[src/rtl/rxq_pkg.sv]
// Package: shared constants for the receive queue.
// Assumes an 8-bit byte and the bit positions of the byte control register.
package rxq_pkg;
    localparam int BYTE_W    = 8;
    localparam int CB_ENABLE = 0;
    localparam int CB_RXRST  = 1;
    localparam int CB_TXRST  = 2;
    localparam logic [7:0] CTL_KEEP = 8'hC9;

    // Trigger level selected by control bits 7:6.
    function automatic int trig_level(input logic [1:0] code);
        case (code)
            2'b00:   return 1;
            2'b01:   return 4;
            2'b10:   return 8;
            default: return 14;
        endcase
    endfunction
endpackage

[src/rtl/rxq_ctrl.sv]
// Control register decode.
// Keeps the sticky control bits and turns reset bits into one-cycle actions.
// A change of the enable bit forces both queue resets.
// Assumes at most one write per cycle.
module rxq_ctrl
    import rxq_pkg::*;
(
    input  logic       clk,
    input  logic       rst_n,
    input  logic       ctl_we,
    input  logic [7:0] ctl_wdata,
    output logic [7:0] ctl_q,
    output logic       flush_rx,
    output logic       txq_flush
);
    logic toggle;

    // Detect a change of the enable bit and derive the receive flush.
    always_comb begin
        toggle   = ctl_we && (ctl_wdata[CB_ENABLE] != ctl_q[CB_ENABLE]);
        flush_rx = toggle || (ctl_we && ctl_wdata[CB_RXRST]);
    end

    // Store the retained bits and register the transmit flush pulse.
    always_ff @(posedge clk) begin
        if (!rst_n) begin
            ctl_q     <= '0;
            txq_flush <= 1'b0;
        end else begin
            if (ctl_we) ctl_q <= ctl_wdata & CTL_KEEP;
            txq_flush <= toggle || (ctl_we && ctl_wdata[CB_TXRST]);
        end
    end
endmodule

[src/rtl/rxq_store.sv]
// Circular byte store with fill count.
// The caller only asserts push when there is room and pop when the store is
// not empty. Flush has priority over push and pop. The drop input registers
// the overrun pulse.
module rxq_store #(
    parameter int DEPTH = 16,
    parameter int W     = 8,
    localparam int PTR_W = (DEPTH > 1) ? $clog2(DEPTH) : 1,
    localparam int CNT_W = $clog2(DEPTH + 1)
) (
    input  logic             clk,
    input  logic             rst_n,
    input  logic             push,
    input  logic [W-1:0]     din,
    input  logic             pop,
    input  logic             flush,
    input  logic             drop,
    output logic [W-1:0]     head,
    output logic [CNT_W-1:0] count,
    output logic             overrun
);
    logic [W-1:0]     mem [DEPTH];
    logic [PTR_W-1:0] wr_ptr, rd_ptr;

    // Advance a pointer with wrap at DEPTH.
    function automatic logic [PTR_W-1:0] nxt(input logic [PTR_W-1:0] p);
        return (p == PTR_W'(DEPTH - 1)) ? '0 : p + PTR_W'(1);
    endfunction

    // Present the oldest entry, or zero when empty.
    always_comb head = (count != '0) ? mem[rd_ptr] : '0;

    // Write the storage array.
    always_ff @(posedge clk) begin
        if (push && !flush) mem[wr_ptr] <= din;
    end

    // Maintain the pointers, count and overrun pulse.
    always_ff @(posedge clk) begin
        if (!rst_n || flush) begin
            wr_ptr  <= '0;
            rd_ptr  <= '0;
            count   <= '0;
            overrun <= 1'b0;
        end else begin
            overrun <= drop;
            if (push) wr_ptr <= nxt(wr_ptr);
            if (pop)  rd_ptr <= nxt(rd_ptr);
            case ({push, pop})
                2'b10:   count <= count + CNT_W'(1);
                2'b01:   count <= count - CNT_W'(1);
                default: count <= count;
            endcase
        end
    end
endmodule

[src/rtl/rxq_timer.sv]
// Character timeout detector.
// Works out the character length from the line settings and counts
// TCHARS characters of bit ticks after each restart. When the window ends
// with data stored, it raises the pending flag. A read clears the flag, and
// clear also stops the counter.
module rxq_timer #(
    parameter int TCHARS = 4,
    localparam int MAXCH = 12,
    localparam int TMR_W = $clog2(TCHARS * MAXCH + 1)
) (
    input  logic       clk,
    input  logic       rst_n,
    input  logic [3:0] line_ctl,
    input  logic       tick,
    input  logic       restart,
    input  logic       rd,
    input  logic       clear,
    input  logic       nonempty,
    output logic       pend
);
    logic [3:0]       ch_bits;
    logic [TMR_W-1:0] last, cnt;
    logic             run, expire;

    // Character length (start, data, parity, stop) and the last window count.
    always_comb begin
        ch_bits = 4'd6 + {2'b00, line_ctl[1:0]} + {3'b000, line_ctl[3]}
                + (line_ctl[2] ? 4'd2 : 4'd1);
        last    = TMR_W'(TCHARS * int'(ch_bits) - 1);
        expire  = run && tick && !restart && (cnt == last);
    end

    // Run the window counter.
    always_ff @(posedge clk) begin
        if (!rst_n || clear) begin
            run <= 1'b0;
            cnt <= '0;
        end else if (restart) begin
            run <= 1'b1;
            cnt <= '0;
        end else if (expire) begin
            run <= 1'b0;
            cnt <= '0;
        end else if (run && tick) begin
            cnt <= cnt + TMR_W'(1);
        end
    end

    // Hold the pending flag; a read wins over expiry.
    always_ff @(posedge clk) begin
        if (!rst_n || clear)          pend <= 1'b0;
        else if (rd)                  pend <= 1'b0;
        else if (expire && nonempty)  pend <= 1'b1;
    end
endmodule

[src/rtl/uart_rx_fifo_ctl.sv]
// Receive queue top.
// Ties together the control decode, the byte store and the timeout detector.
// Accepts a byte only while enabled, not full and not flushing. Pops only
// when the queue is not empty. Assumes single-cycle strobes from the
// deserializer and the host.
module uart_rx_fifo_ctl
    import rxq_pkg::*;
#(
    parameter int DEPTH  = 16,
    parameter int TCHARS = 4,
    localparam int CNT_W = $clog2(DEPTH + 1)
) (
    input  logic              clk,
    input  logic              rst_n,
    input  logic              rx_valid,
    input  logic [BYTE_W-1:0] rx_byte,
    input  logic              ctl_we,
    input  logic [7:0]        ctl_wdata,
    input  logic [3:0]        line_ctl,
    input  logic              bit_tick,
    input  logic              rd_stb,
    output logic [BYTE_W-1:0] rd_data,
    output logic              data_ready,
    output logic [CNT_W-1:0]  fill_count,
    output logic              at_trigger,
    output logic              timeout_pend,
    output logic              overrun,
    output logic              txq_flush,
    output logic [7:0]        ctl_q
);
    logic flush_rx, en, full, push_ok, pop_ok, drop, restart;

    rxq_ctrl u_ctrl (
        .clk       (clk),
        .rst_n     (rst_n),
        .ctl_we    (ctl_we),
        .ctl_wdata (ctl_wdata),
        .ctl_q     (ctl_q),
        .flush_rx  (flush_rx),
        .txq_flush (txq_flush)
    );

    // Qualify the byte and read strobes and decide on a timeout restart.
    always_comb begin
        en      = ctl_q[CB_ENABLE];
        full    = (fill_count == CNT_W'(DEPTH));
        push_ok = rx_valid && en && !full && !flush_rx;
        drop    = rx_valid && en && full && !flush_rx;
        pop_ok  = rd_stb && (fill_count != '0) && !flush_rx;
        restart = push_ok || (pop_ok && (fill_count > CNT_W'(1)));
    end

    rxq_store #(.DEPTH(DEPTH), .W(BYTE_W)) u_store (
        .clk     (clk),
        .rst_n   (rst_n),
        .push    (push_ok),
        .din     (rx_byte),
        .pop     (pop_ok),
        .flush   (flush_rx),
        .drop    (drop),
        .head    (rd_data),
        .count   (fill_count),
        .overrun (overrun)
    );

    rxq_timer #(.TCHARS(TCHARS)) u_timer (
        .clk      (clk),
        .rst_n    (rst_n),
        .line_ctl (line_ctl),
        .tick     (bit_tick),
        .restart  (restart),
        .rd       (rd_stb),
        .clear    (flush_rx),
        .nonempty (fill_count != '0),
        .pend     (timeout_pend)
    );

    // Status outputs derived from the count and the selected level.
    always_comb begin
        data_ready = (fill_count != '0);
        at_trigger = en && (int'(fill_count) >= trig_level(ctl_q[7:6]));
    end
endmodule

[config.mk]
export PLATFORM = sky130hd
export DESIGN_NAME = uart_rx_fifo_ctl
export DESIGN_NICKNAME = d
export VERILOG_FILES = /design/src/rtl/rxq_pkg.sv /design/src/rtl/rxq_ctrl.sv /design/src/rtl/rxq_store.sv /design/src/rtl/rxq_timer.sv /design/src/rtl/uart_rx_fifo_ctl.sv
export SDC_FILE = /design/constraint.sdc
export NUM_CORES = 1
export LEC_CHECK = 0
export ABC_AREA = 1
export BUFFER_PORTS_ARGS = -buffer_cell sky130_fd_sc_hd__buf_2
export CORE_UTILIZATION = 25
export DETAILED_ROUTE_END_ITERATION = 10
export MAX_ROUTING_LAYER = met4
export PLACE_DENSITY = 0.45
export SYNTH_ARGS = -nofsm -noshare
export SYNTH_HDL_FRONTEND = slang
export SYNTH_SLANG_ARGS = --single-unit
export TNS_END_PERCENT = 20
[constraint.sdc]
create_clock -name clk -period 2.25 [get_ports clk]
set_input_delay 0.225 -clock clk [delete_from_list [all_inputs] [get_ports clk]]
set_output_delay 0.225 -clock clk [all_outputs]
set_load 0.03 [all_outputs]
==> summary.txt <==
Top Ports: 52
Leak: 0.003301 uW
Final Wtd Congestion: 0.8263
I/O Buffers: 45
Max Clock Freq: 448.2 MHz
Hold Crit Class: in2reg
Largest buffer count on any clock path: 2
Largest net degree at the start of global routing: 35
Multi-input gate area: 2248 um2
Setup TNS: 0 ns
Worst path max stage delay: 0.40 ns
DRT Wirelength: 17410 um
Most frequent cells in the layout: nand2_1 (169), edfxtp_1 (128), nand3_1 (112)
Hpwl dp: 11090 um
First-pass GRT wire length: 26560 um
Register area: 4472 um2
CP top delay family: buffers and inverters
Hold Crit Depth: 3
Commonest non-fill, non-tap cell in the layout: nand2_1
Worst hold slack: 0.02556 ns
CTS tree: built
Final ANT Viol Nets: 0
Die height: 169.3 um
Final hold vios: 0
Clock Power Share: 0.453
Synth cell types: 37
Net Sw Frac: 0.2280
Syn Inst Count: 667
CP max-delay cell: dfxtp_4
# Max-Cap Violations: 0
Worst path cell trace: inv_6 -> clkbuf_16 -> nand2_1 -> nand3_1 -> nand3_1 -> a21oi_2 -> o21a_1 -> clkbuf_4
Clk_lat worst skew: 0.42 ns
Antenna violations before repair: 0
Synth area leader: edfxtp_1
Final design area excluding fillers: 8646 um2
Max_slew headroom: 0.6552
Reg2reg path depth: 12
Fin crit share: 0.9917
Via density: 4.315
Worst Hold Path EP: u_ctrl.ctl_q[3]
# diodes: 0
Yosys reg bits: 159
Die Footprint: 28670 um2
RSZ-0062 raised after global routing: yes
Sequential share of the synthesized area: 0.6378
Synthesized cell area: 6999 um2
Internal power: 5088 uW
Pwr per Cell Area: 762.3 nW/um2
Arr. time, crit path: 2.01 ns
Top cells by area, synth: edfxtp_1 (55%), nand2_1 (9.1%), dfxtp_1 (8.9%)
Min-delay src: ctl_wdata[3]
Logic pwr share: 0.062
Starting Density: 0.2576
Critical path buffer and inverter count: 3
Final setup fails: 0
Routed WL per cell: 15.36 um
Critical path class: reg2out
Total Power: 6591 uW
Worst-path fanout max: 17
Layout area overhead: 23.53%
TritonRoute pass-1 iters: 4
Final WS setup: 0.01863 ns
Clock root cell: clkbuf_16
Area share of the largest cell type after synthesis: 0.5492
Total core area: 27180 um2
Worst EP required: 2.03 ns
Peak supply drop: 473.7 uV
R2r setup slk: 0.20 ns
Status: finished, final reports clean
Sequential Power Share: 0.485
CP Capture Type: output port
DP Worst Slack: 0.07351 ns
Via count: 4889
GRT Total Usage: 0.1291
Fin. max-slew vios: 0
Post-CTS Hold Fix Bufs: 0
Final net count: 794
Most used cell, CP: nand3_1
Fillers: 2825
Vias in the first global route: 4695
Syn Area/Cell: 10.49 um2
Worst slew pin tran: 0.5165 ns
Sink Count: 159
Die width: 169.3 um
H-tree levels: 4
Total gr overflow: 0
Reg clk slew, reported paths: 0.06 ns
Ratio of cells with drive above 1 in the final layout: 0.2011
Post-Route Skew: 0.008897 ns
End of the worst register-to-register path: u_store.count[2]
DRC: 0
Initial drt markers: 325
# rows: 60
NetSw: 1502 uW
Fin crit period: 2.231 ns
Area after DPL: 7848 um2
Startpoint types: register
Number of buffers created by CTS: 17
Yosys warning count: 0
FF-to-FF Start: u_store.count[1]
==> tightest hold or removal path: stages <==
cell and delay (ns):
buf_2 0.07, nor2_1 0.03, nor2_1 0.08
==> area by class of cell <==
cell class                 instances  area share
sequential                       159      0.5172
multi-input combinational        436      0.2601
timing repair buffer              89     0.07757
tap                              372     0.05383
clock buffer                      18     0.04964
clock inverter                    14     0.02084
inverter                          45     0.02084
==> power groups by stage <==
stage | clock network, uW | logic [uW] | registers, uW
5_1_grt | 3160 | 458 | 3200
6_report | 2980 | 411 | 3200
3_5_place_dp | 0 | 395 | 3260
4_1_cts | 3050 | 401 | 3200
3_3_place_gp | 0 | 394 | 3260
2_1_floorplan | 0 | 227 | 3280
==> flip-flops by register name (all words and copies together), names as in the netlist, 4 cells and up, named ones only <==
register,count
u_store.rd_ptr,4
u_store.count,5
u_ctrl.ctl_q,4
u_store.wr_ptr,4
u_timer.cnt,6
u_store.mem,128
==> cells by family after synthesis <==
logic type | synth area share
compound gates | 0.04648
xor+xnor | 0.01001
fa+ha+maj | 0.03683
buf+inv | 0.04845
flops | 0.6378
mux | 0.001609
other cells | 0.0005358
simple gates | 0.2183
==> layer usage <==
layer | vias to the layer above | part of all wire | global-route usage | wire (um)
li1 | 2440 | - | - | -
met1 | 2322 | 0.47 | 0.1638 | 8175
met2 | 111 | 0.47 | 0.2034 | 8175
met3 | 16 | 0.044 | 0.02752 | 767
met4 | 0 | 0.017 | 0.04505 | 290
met5 | - | 0 | - | 0
==> timing repair <==
| action | 4_1_cts | 5_1_grt |
|---|---|---|
| gates resized for setup | 7 | 25 |
| buffers inserted | 2 | 1 |
| gates cloned | 0 | 3 |
| setup endpoints to repair | 8 | 11 |
| pin swaps | 0 | 3 |
==> worst max-delay path by stage <==
stage | cells past startpoint | start | end
5_1_grt | 14 | u_store.count[1] | u_store.count[2]
3_5_place_dp | 13 | line_ctl[0] | u_timer.cnt[4]
2_1_floorplan | 12 | u_store.count[0] | u_store.count[2]
4_1_cts | 7 | register | rd_data[7]
6_report | 8 | register | rd_data[4]
3_3_place_gp | 13 | line_ctl[0] | u_timer.cnt[2]
==> cells in the mapped netlist <==
library cell	count
nand3_2	2
nor2_1	38
inv_1	41
clkbuf_1	3
nand3b_1	1
xnor2_1	3
nor3_1	9
nor3_2	1
a21boi_0	1
mux2_2	1
buf_2	17
conb_1	1
xor2_1	5
o21ai_0	17
buf_1	2
nand3_1	113
ha_1	19
or2_0	1
buf_4	7
a21oi_1	30
inv_4	1
inv_2	3
o211ai_1	2
nor3b_2	1
nand2_1	169
nand2_4	3
nor3b_1	1
nand3_4	1
buf_6	1
nand2_2	2
dfxtp_1	31
nor2_2	1
o21bai_1	1
fa_1	1
edfxtp_1	128
o21a_1	8
or2_2	1
==> metrics by stage <==
stage,std cells,utilization
2_1_floorplan,670,-
3_3_place_gp,1095,0.2888
3_5_place_dp,1095,0.2888
4_1_cts,1129,0.3127
5_1_grt,1133,0.3181
6_report,1133,0.3181
Note: power is estimated with default switching activity, not from simulation.
